===== src/rtl/tlb_rights_pkg.sv =====
package tlb_rights_pkg;

    localparam int PB_RD = 0;
    localparam int PB_WR = 1;
    localparam int PB_EX = 2;

    localparam logic [1:0] ACC_WRITE = 2'd1;
    localparam logic [1:0] ACC_EXEC  = 2'd2;

    typedef enum logic [3:0] {
        FLT_NONE   = 4'd0,
        FLT_IMISS  = 4'd1,
        FLT_DMISS  = 4'd2,
        FLT_PID    = 4'd3,
        FLT_IPROT  = 4'd4,
        FLT_DRIGHT = 4'd5,
        FLT_DIRTY  = 4'd6,
        FLT_BREAK  = 4'd7,
        FLT_REF    = 4'd8
    } fault_e;

    typedef struct packed {
        logic       vld;
        logic [2:0] perm;
        fault_e     fault;
    } chk_res_t;

endpackage


===== src/rtl/fault_sel.sv =====
module fault_sel (
    input  logic       hit,
    input  logic       dbg,
    input  logic [1:0] acc,
    input  logic       pid_hit,
    input  logic [2:0] mask_in,
    input  logic       dirty,
    input  logic       brk,
    input  logic       reftrap,
    output logic [2:0] perm,
    output tlb_rights_pkg::fault_e fault
);
    import tlb_rights_pkg::*;

    logic       is_wr, is_ex;
    logic [2:0] base;
    logic       need_ok;

    always_comb begin
        is_wr = (acc == ACC_WRITE);
        is_ex = (acc == ACC_EXEC);
        base  = mask_in;
        if (pid_hit) base[PB_WR] = 1'b0;
        need_ok = is_ex ? base[PB_EX] : (is_wr ? base[PB_WR] : base[PB_RD]);
        perm  = base;
        fault = FLT_NONE;

        if (!hit) begin
            perm  = '0;
            fault = is_ex ? FLT_IMISS : FLT_DMISS;
        end else if (pid_hit && is_wr && !dbg) begin
            fault = FLT_PID;
        end else if (dbg) begin
            fault = FLT_NONE;
        end else if (!need_ok) begin
            fault = is_ex ? FLT_IPROT : FLT_DRIGHT;
        end else begin
            // lowest priority first, later causes override
            if (!dirty) begin
                perm[PB_WR] = 1'b0;
                if (is_wr) fault = FLT_DIRTY;
            end
            if (brk) begin
                perm[PB_WR] = 1'b0;
                if (is_wr) fault = FLT_BREAK;
            end
            if (reftrap) begin
                perm = perm & 3'b100;
                if (!is_ex) fault = FLT_REF;
            end
        end
    end

endmodule


===== config.mk =====
export PLATFORM = sky130hd
export DESIGN_NAME = fault_sel
export DESIGN_NICKNAME = d
export VERILOG_FILES = /design/src/rtl/tlb_rights_pkg.sv /design/src/rtl/fault_sel.sv
export SDC_FILE = /design/constraint.sdc
export NUM_CORES = 1
export LEC_CHECK = 0
export BUFFER_PORTS_ARGS = -buffer_cell sky130_fd_sc_hd__buf_2
export CORE_AREA = 2 2 39 41
export DETAILED_ROUTE_END_ITERATION = 6
export DIE_AREA = 0 0 41 43
export GPL_TIMING_DRIVEN = 0
export PLACE_DENSITY = 0.41
export REMOVE_ABC_BUFFERS = 1
export SLEW_MARGIN = 10
export SYNTH_ARGS = -nofsm -noshare
export SYNTH_HDL_FRONTEND = slang
export SYNTH_SLANG_ARGS = --single-unit

===== constraint.sdc =====
create_clock -name vclk -period 0.8
set_input_delay 0.08 -clock vclk [all_inputs]
set_output_delay 0.08 -clock vclk [all_outputs]
set_load 0.02 [all_outputs]

==> results.ini, run 1 <==
[logic_synthesis]
netlist_area_um2=225
synth.distinct_cells=19
yosys-top-cells-count=3 x a31oi_1, 3 x nand3b_1
synth_top_family_by_area=simple AND/OR/NAND/NOR gates
synthTopCellsByArea=nand3b_1 10%, o2bb2a_4 8.9%, a31oi_1 8.3%
synthAdderAreaFrac=0
synth_top_cell_by_area=nand3b_1
synth_compound_area_frac=0.456
synthMuxAreaShare=0
syn_avg_cell_area_um2=7.51
synthSimpleGateAreaFrac=0.472
synth_top_area_share=0.100
synth_warnings=0
synth-seq-area-share=0
synthXorXnorAreaFrac=0.0389
synth_cells=30

[global_route]
grt_remaining_overflow=0
grt_use_total=0.0731
grt_max_degree=8
grt_pass1_vias=247
grt_pass1_wl_um=972
antenna_found_initial=0

[route]
drtIter0Drc=6
dr.pass1.iters=4
num_vias=305
ant_nets=0
drcViolationCount=0
post_drt_wl_per_cell_um=10.6
drt-vias-per-instance=4.69
drt_wl_total_um=690

[timing]
rsz0062_at_grt=true
setup_viol=6
hold_slack_ns=0.478
setup_ws_ns=-0.260
tightest_slew_ns=0.259
slew_violations=0
hold_viol=0
finalCriticalPeriod_ns=1.06
max_freq_mhz=943
slew_headroom=0.827
fin_crit_sh=1.33

[power]
clkPwrFrac=0
internal-power_uw=105
switchingPower_uw=108
design_power_total_uw=213
combPwrFrac=1.000
p_per_area_nw_per_um2=549
switching_share=0.505
p_leak_nw=0.164
vdd.ir_drop.worst_v=0.000198
p_seq_frac=0

[setup_path]
critPathMaxFanout=5
cp-end-kind=output pin
startpoint_type=primary input
required_ns=0.72
critPathKind=primary input to output pin
crit_arrival_ns=0.98

[place]
routabilityCongestion=0.825
place_ws_ns=-0.342
port_buffers=18
dp_hpwl_um=534
placed_area_um2=335

[flow_run]
drv_cap=0

[die]
die_height_um=43
die_area_um2=1760
die_x_um=41
num_rows=14
start_util=0.163
ioPinCount=18
coreArea_um2=1380

[cts]
cts_hold_buf=0

[layout]
clkbuf_count=0
fin_area_um2=388
drive_gt1_frac=0.551
fill_cells=160
seq_area_um2=0
antenna_cells=0
seq_cells=0
layout.nets=62
syn_to_final_growth_pct=72.2
multi_input_area_um2=233

[outcome]
violations=setup timing
status=finished, violations left

[min_path]
min_path_type=primary input to output pin

-- power groups by stage --
stage | sequential (mW) | clock (mW) | combinational (mW)
floorplan | 0 | 0 | 0.114
global placement | 0 | 0 | 0.189
detailed placement | 0 | 0 | 0.186
CTS | 0 | 0 | 0.210
global route | 0 | 0 | 0.228
finish | 0 | 0 | 0.213
-- layout make-up --
cell class,instances,area share
Timing Repair Buffer,19,0.329
Inverter,2,0.0194
Multi-Input combinational cell,28,0.600
Tap cell,16,0.0516
-- final timing paths --
kind	start	endpoint	slack (ns)	depth (start not counted)
worst max-delay path	acc[1]	fault[2]	-0.26	5
worst min-delay path	mask_in[2]	perm[2]	0.48	3
-- worst max-delay path, cell delays in order --
cell,delay (ns)
buf_8,0.10
and2b_2,0.26
nand3b_1,0.10
a311oi_2,0.26
buf_4,0.18
-- stage by stage --
stage | utilization | setup TNS [ns] | cells
2_1_floorplan | - | -1.09 | 30
3_3_place_gp | 0.242 | -1.85 | 64
3_5_place_dp | 0.242 | -1.76 | 64
4_1_cts | 0.275 | -1.36 | 64
5_1_grt | 0.280 | -1.66 | 65
6_report | 0.280 | -1.33 | 65
-- layer usage --
layer,global-route usage,wire length [µm],up-vias
met5,0,0,-
met4,0,0,0
met3,0.00524,50,0
met2,0.128,350,9
met1,0.0990,289,141
li1,-,-,155
-- cell families (layout without fill, tap and decap cells) --
family          after synthesis  count (layout)
buf+inv                       2              21
xor+xnor                      1               1
compound gates               11              11
simple gates                 16              16
-- cells in the final DEF, fill, tap and decap left out, types with 2 or more instances in the layout --
cell,netlist,routed
nand2_1,2,2
o21ai_1,0,2
nand3b_1,3,3
buf_4,0,4
buf_2,0,12
nand2b_1,2,2
a31oi_1,3,3
o21a_1,2,2
inv_1,2,2
buf_6,0,2
-- repair_timing --
action,in CTS,in global routing
buffers inserted,0,1
cloned,0,0
setup endpoints to repair,6,6
pin swaps,6,2
resized for setup,14,0
Note: power is estimated with default switching activity, not from simulation.
==> inputs of run 2 (changes only) <==
--- a/config.mk
+++ b/config.mk
@@ -11,7 +11,6 @@
 export DIE_AREA = 0 0 41 43
 export GPL_TIMING_DRIVEN = 0
 export PLACE_DENSITY = 0.41
-export REMOVE_ABC_BUFFERS = 1
 export SLEW_MARGIN = 10
 export SYNTH_ARGS = -nofsm -noshare
 export SYNTH_HDL_FRONTEND = slang
==> constraint.sdc (replaced) <==
create_clock -name vclk -period 0.94
set_input_delay 0.094 -clock vclk [all_inputs]
set_output_delay 0.094 -clock vclk [all_outputs]
set_load 0.02 [all_outputs]
==> run 2 against run 1 <==
Compared with the run above:
- the flow still finishes with violations (setup timing)
- routed wire length up 11%
- sequential cell count unchanged
- via count grew 0.98%
- sequential share of layout area is the same
- critical endpoint unchanged
- highest routed layer unchanged
==> results.ini, run 2 (synthesized netlist as in run 1, its figures left out) <==
[die]
ioPinCount=18
num_rows=14
die_x_um=41
die_height_um=43
die_area_um2=1760
coreArea_um2=1380
start_util=0.163

[power]
p_per_area_nw_per_um2=485
p_leak_nw=0.189
internal-power_uw=120
combPwrFrac=1.000
design_power_total_uw=238
p_seq_frac=0
vdd.ir_drop.worst_v=0.000146
clkPwrFrac=0
switchingPower_uw=118
switching_share=0.495

[layout]
fin_area_um2=490
fill_cells=146
seq_cells=0
drive_gt1_frac=0.667
syn_to_final_growth_pct=118
final_util=0.354
seq_area_um2=0
multi_input_area_um2=308
layout.nets=64
final_common_cell=buf_2
instances_no_fill=67
clkbuf_count=0
layout_common_cells=10 x buf_2, 6 x buf_4, 4 x buf_6
antenna_cells=0

[timing]
finalCriticalPeriod_ns=1.17
slew_violations=0
hold_viol=0
setup_viol=6
fin_crit_sh=1.24
rsz0062_at_grt=true
setup_ws_ns=-0.226
slew_headroom=0.811
hold_slack_ns=0.512
max_freq_mhz=857
tightest_slew_ns=0.282
setup_tns_ns=-0.933

[outcome]
status=finished, violations left
violations=setup timing

[setup_path]
critPathKind=primary input to output pin
critPathMaxFanout=5
required_ns=0.85
crit_arrival_ns=1.07
cp-end-kind=output pin
startpoint_type=primary input

[route]
num_vias=308
post_drt_wl_per_cell_um=11.4
drtIter0Drc=0
ant_nets=0
drt_wl_total_um=765
drcViolationCount=0
dr.pass1.iters=1
drt-vias-per-instance=4.60

[global_route]
grt_max_degree=8
grt_use_total=0.0930
grt_pass1_vias=287
grt_remaining_overflow=0
antenna_found_initial=0
grt_busiest_layer=met2
use_met1=0.130
use_met2=0.163
grt_pass1_wl_um=1240
globalRouteMet3Util=0

[flow_run]
drv_cap=0

[place]
port_buffers=18
placed_area_um2=372
routabilityCongestion=0.673
place_ws_ns=-0.336
dp_cells=64

[logic_synthesis]
syn_nets=41

[cts]
cts_hold_buf=0

[min_path]
min_path_type=primary input to output pin

-- run 2: cell types whose count changed in the layout (fill, tap and decap cells not counted), moves of 2 or more --
cell     delta
buf_6       +2
buf_2       -2
buf_4       +2
a31oi_1     -3
a31oi_2     +2
-- run 2: cell type report --
type / instances / share of cell area
Tap cell: 16 / 0.0408
Timing Repair Buffer: 21 / 0.316
Inverter: 2 / 0.0153
Multi-Input combinational cell: 28 / 0.628
-- run 2: critical path, cell delays in order --
cell and delay, ns:
buf_8 0.11, and2b_2 0.27, nand3b_1 0.14, a311oi_4 0.31
buf_6 0.15
-- run 2: timing repair --
| action | CTS | global route |
|---|---|---|
| setup endpoints to repair | 6 | 6 |
| pin swaps | 6 | 1 |
| hold endpoints to repair | 0 | 0 |
| buffers inserted | 3 | 0 |
| resized for setup | 21 | 0 |
| gates cloned | 0 | 0 |
-- run 2: per-layer routing --
layer / routed length [µm] / up-vias
met2: 411 / 6
li1: - / 158
met4: 0 / 0
met5: 0 / -
met1: 336 / 144
met3: 17 / 0
-- run 2: final timing paths --
path | start | endpoint | slack [ns] | cells past startpoint
worst max-delay path | acc[1] | fault[2] | -0.23 | 5
worst min-delay path | mask_in[2] | perm[2] | 0.51 | 3
-- run 2: power by group through the flow --
stage          Combinational (mW)  Sequential (mW)  Clock (mW)
2_1_floorplan               0.114                0           0
3_3_place_gp                0.179                0           0
3_5_place_dp                0.179                0           0
4_1_cts                     0.239                0           0
5_1_grt                     0.255                0           0
6_report                    0.238                0           0
==> inputs of run 3 (changes only) <==
--- a/config.mk
+++ b/config.mk
@@ -5,12 +5,12 @@
 export SDC_FILE = /design/constraint.sdc
 export NUM_CORES = 1
 export LEC_CHECK = 0
-export BUFFER_PORTS_ARGS = -buffer_cell sky130_fd_sc_hd__buf_2
+export BUFFER_PORTS_ARGS = -buffer_cell sky130_fd_sc_hd__buf_4
 export CORE_AREA = 2 2 39 41
 export DETAILED_ROUTE_END_ITERATION = 6
 export DIE_AREA = 0 0 41 43
 export GPL_TIMING_DRIVEN = 0
-export PLACE_DENSITY = 0.41
+export PLACE_DENSITY = 0.51
 export SLEW_MARGIN = 10
 export SYNTH_ARGS = -nofsm -noshare
 export SYNTH_HDL_FRONTEND = slang
==> run 3 against run 2 <==
Compared with the run above:
- the run still ends with setup timing left
- die area stayed put
- final area up 4.3%
- utilization grew 1.5 points
- non-clock buffer count grew 2
- first-iteration DRC count is the same
- largest cell class unchanged
- highest routed layer unchanged
==> results.ini, run 3 (synthesized netlist as in run 1, its figures left out) <==
[layout]
multi_input_area_um2=282
instances_no_fill=69
seq_cells=0
clkbuf_count=0
layout.nets=66
seq_area_um2=0
final_util=0.370
antenna_cells=0
fill_cells=148
syn_to_final_growth_pct=127
drive_gt1_frac=0.660
final_common_cell=buf_4
layout_common_cells=17 x buf_4, 4 x buf_6, 3 x nand3b_1

[die]
die_height_um=43
ioPinCount=18
start_util=0.163
die_x_um=41
coreArea_um2=1380
num_rows=14
die_area_um2=1760

[route]
drcViolationCount=0
drt-vias-per-instance=4.71
drt_wl_total_um=764
num_vias=325
ant_nets=0
dr.pass1.iters=1
post_drt_wl_per_cell_um=11.1
drtIter0Drc=0

[global_route]
grt_max_degree=8
grt_pass1_vias=333
use_met2=0.169
grt_remaining_overflow=0
grt_use_total=0.0971
globalRouteMet3Util=0.00524
antenna_found_initial=0
grt_busiest_layer=met2
use_met1=0.134
grt_pass1_wl_um=1310

[setup_path]
crit_path_frequent_cell=buf_6
cp_cell_sequence=buf_8 -> xor2_2 -> a2bb2oi_2 -> buf_6 -> a311oi_4 -> buf_6
crit_arrival_ns=1.06
path_delay_family=compound AO/OA/AOI/OAI gates
crit_path_top_delay_cell=a311oi_4
cp-end-kind=output pin
worst_path_largest_cell_delay_ns=0.25
cp_num_buf_inv=3
startpoint_type=primary input
path_depth=6
critPathKind=primary input to output pin
critPathMaxFanout=5
required_ns=0.85

[outcome]
violations=setup timing
status=finished, violations left

[power]
p_seq_frac=0
internal-power_uw=136
switching_share=0.456
clkPwrFrac=0
switchingPower_uw=114
combPwrFrac=1.000
vdd.ir_drop.worst_v=0.000213
p_per_area_nw_per_um2=487
p_leak_nw=0.203

[timing]
slew_headroom=0.796
fin_crit_sh=1.23
max_freq_mhz=866
rsz0062_at_grt=true
hold_viol=0
setup_viol=6
hold_slack_ns=0.476
finalCriticalPeriod_ns=1.15
setup_tns_ns=-0.901
slew_violations=0
tightest_slew_ns=0.304
setup_ws_ns=-0.215

[place]
dp_cells=64
dp_hpwl_um=590
routabilityCongestion=0.733
port_buffers=18

[min_path]
min_from=dbg
min_path_type=primary input to output pin
hold_path_depth=3
min_to=fault[2]

[cts]
cts_hold_buf=0

[logic_synthesis]
syn_nets=41

[flow_run]
drv_cap=0

[run 3: final cells by class]
class | instances | area share
tap | 16 | 0.0391
inverter | 2 | 0.0147
timing repair buffer | 23 | 0.396
multi-input combinational | 28 | 0.550
[run 3: through the flow]
step,setup slack [ns],power (mW),cell area [µm²]
final,-0.215,0.249,512
after global routing,-0.247,0.267,512
after CTS,-0.223,0.239,488
after detailed placement,-0.318,0.201,417
after global placement,-0.311,0.200,417
after floorplan,-0.0240,0.114,262
[run 3: layer usage]
metal  routed length (µm)  vias to the layer above
met2                  385                       11
li1                     -                      162
met3                   66                        0
met5                    0                        -
met4                    0                        0
met1                  311                      152
[run 3: worst min-delay path, cell delays in order]
cell and delay [ns]:
buf_4 0.13, a311oi_4 0.04, buf_6 0.12
[run 3: worst max path at each step]
stage | start | slack [ns] | end
4_1_cts | acc[0] | -0.22 | fault[2]
5_1_grt | acc[1] | -0.25 | fault[2]
6_report | acc[0] | -0.21 | fault[2]
3_5_place_dp | acc[1] | -0.32 | perm[0]
3_3_place_gp | acc[1] | -0.31 | perm[0]
2_1_floorplan | acc[1] | -0.02 | fault[2]
[run 3: power groups by stage]
stage	clock network (mW)	logic (mW)	registers, mW
after global placement	0	0.200	0
after global routing	0	0.267	0
after CTS	0	0.239	0
after floorplan	0	0.114	0
after detailed placement	0	0.201	0
final	0	0.249	0
[run 3: what timing repair did]
| action | in CTS | in global routing |
|---|---|---|
| setup buffers | 5 | 0 |
| pin swaps | 5 | 8 |
| endpoints found under the setup margin | 6 | 6 |
| gates resized for setup | 9 | 4 |
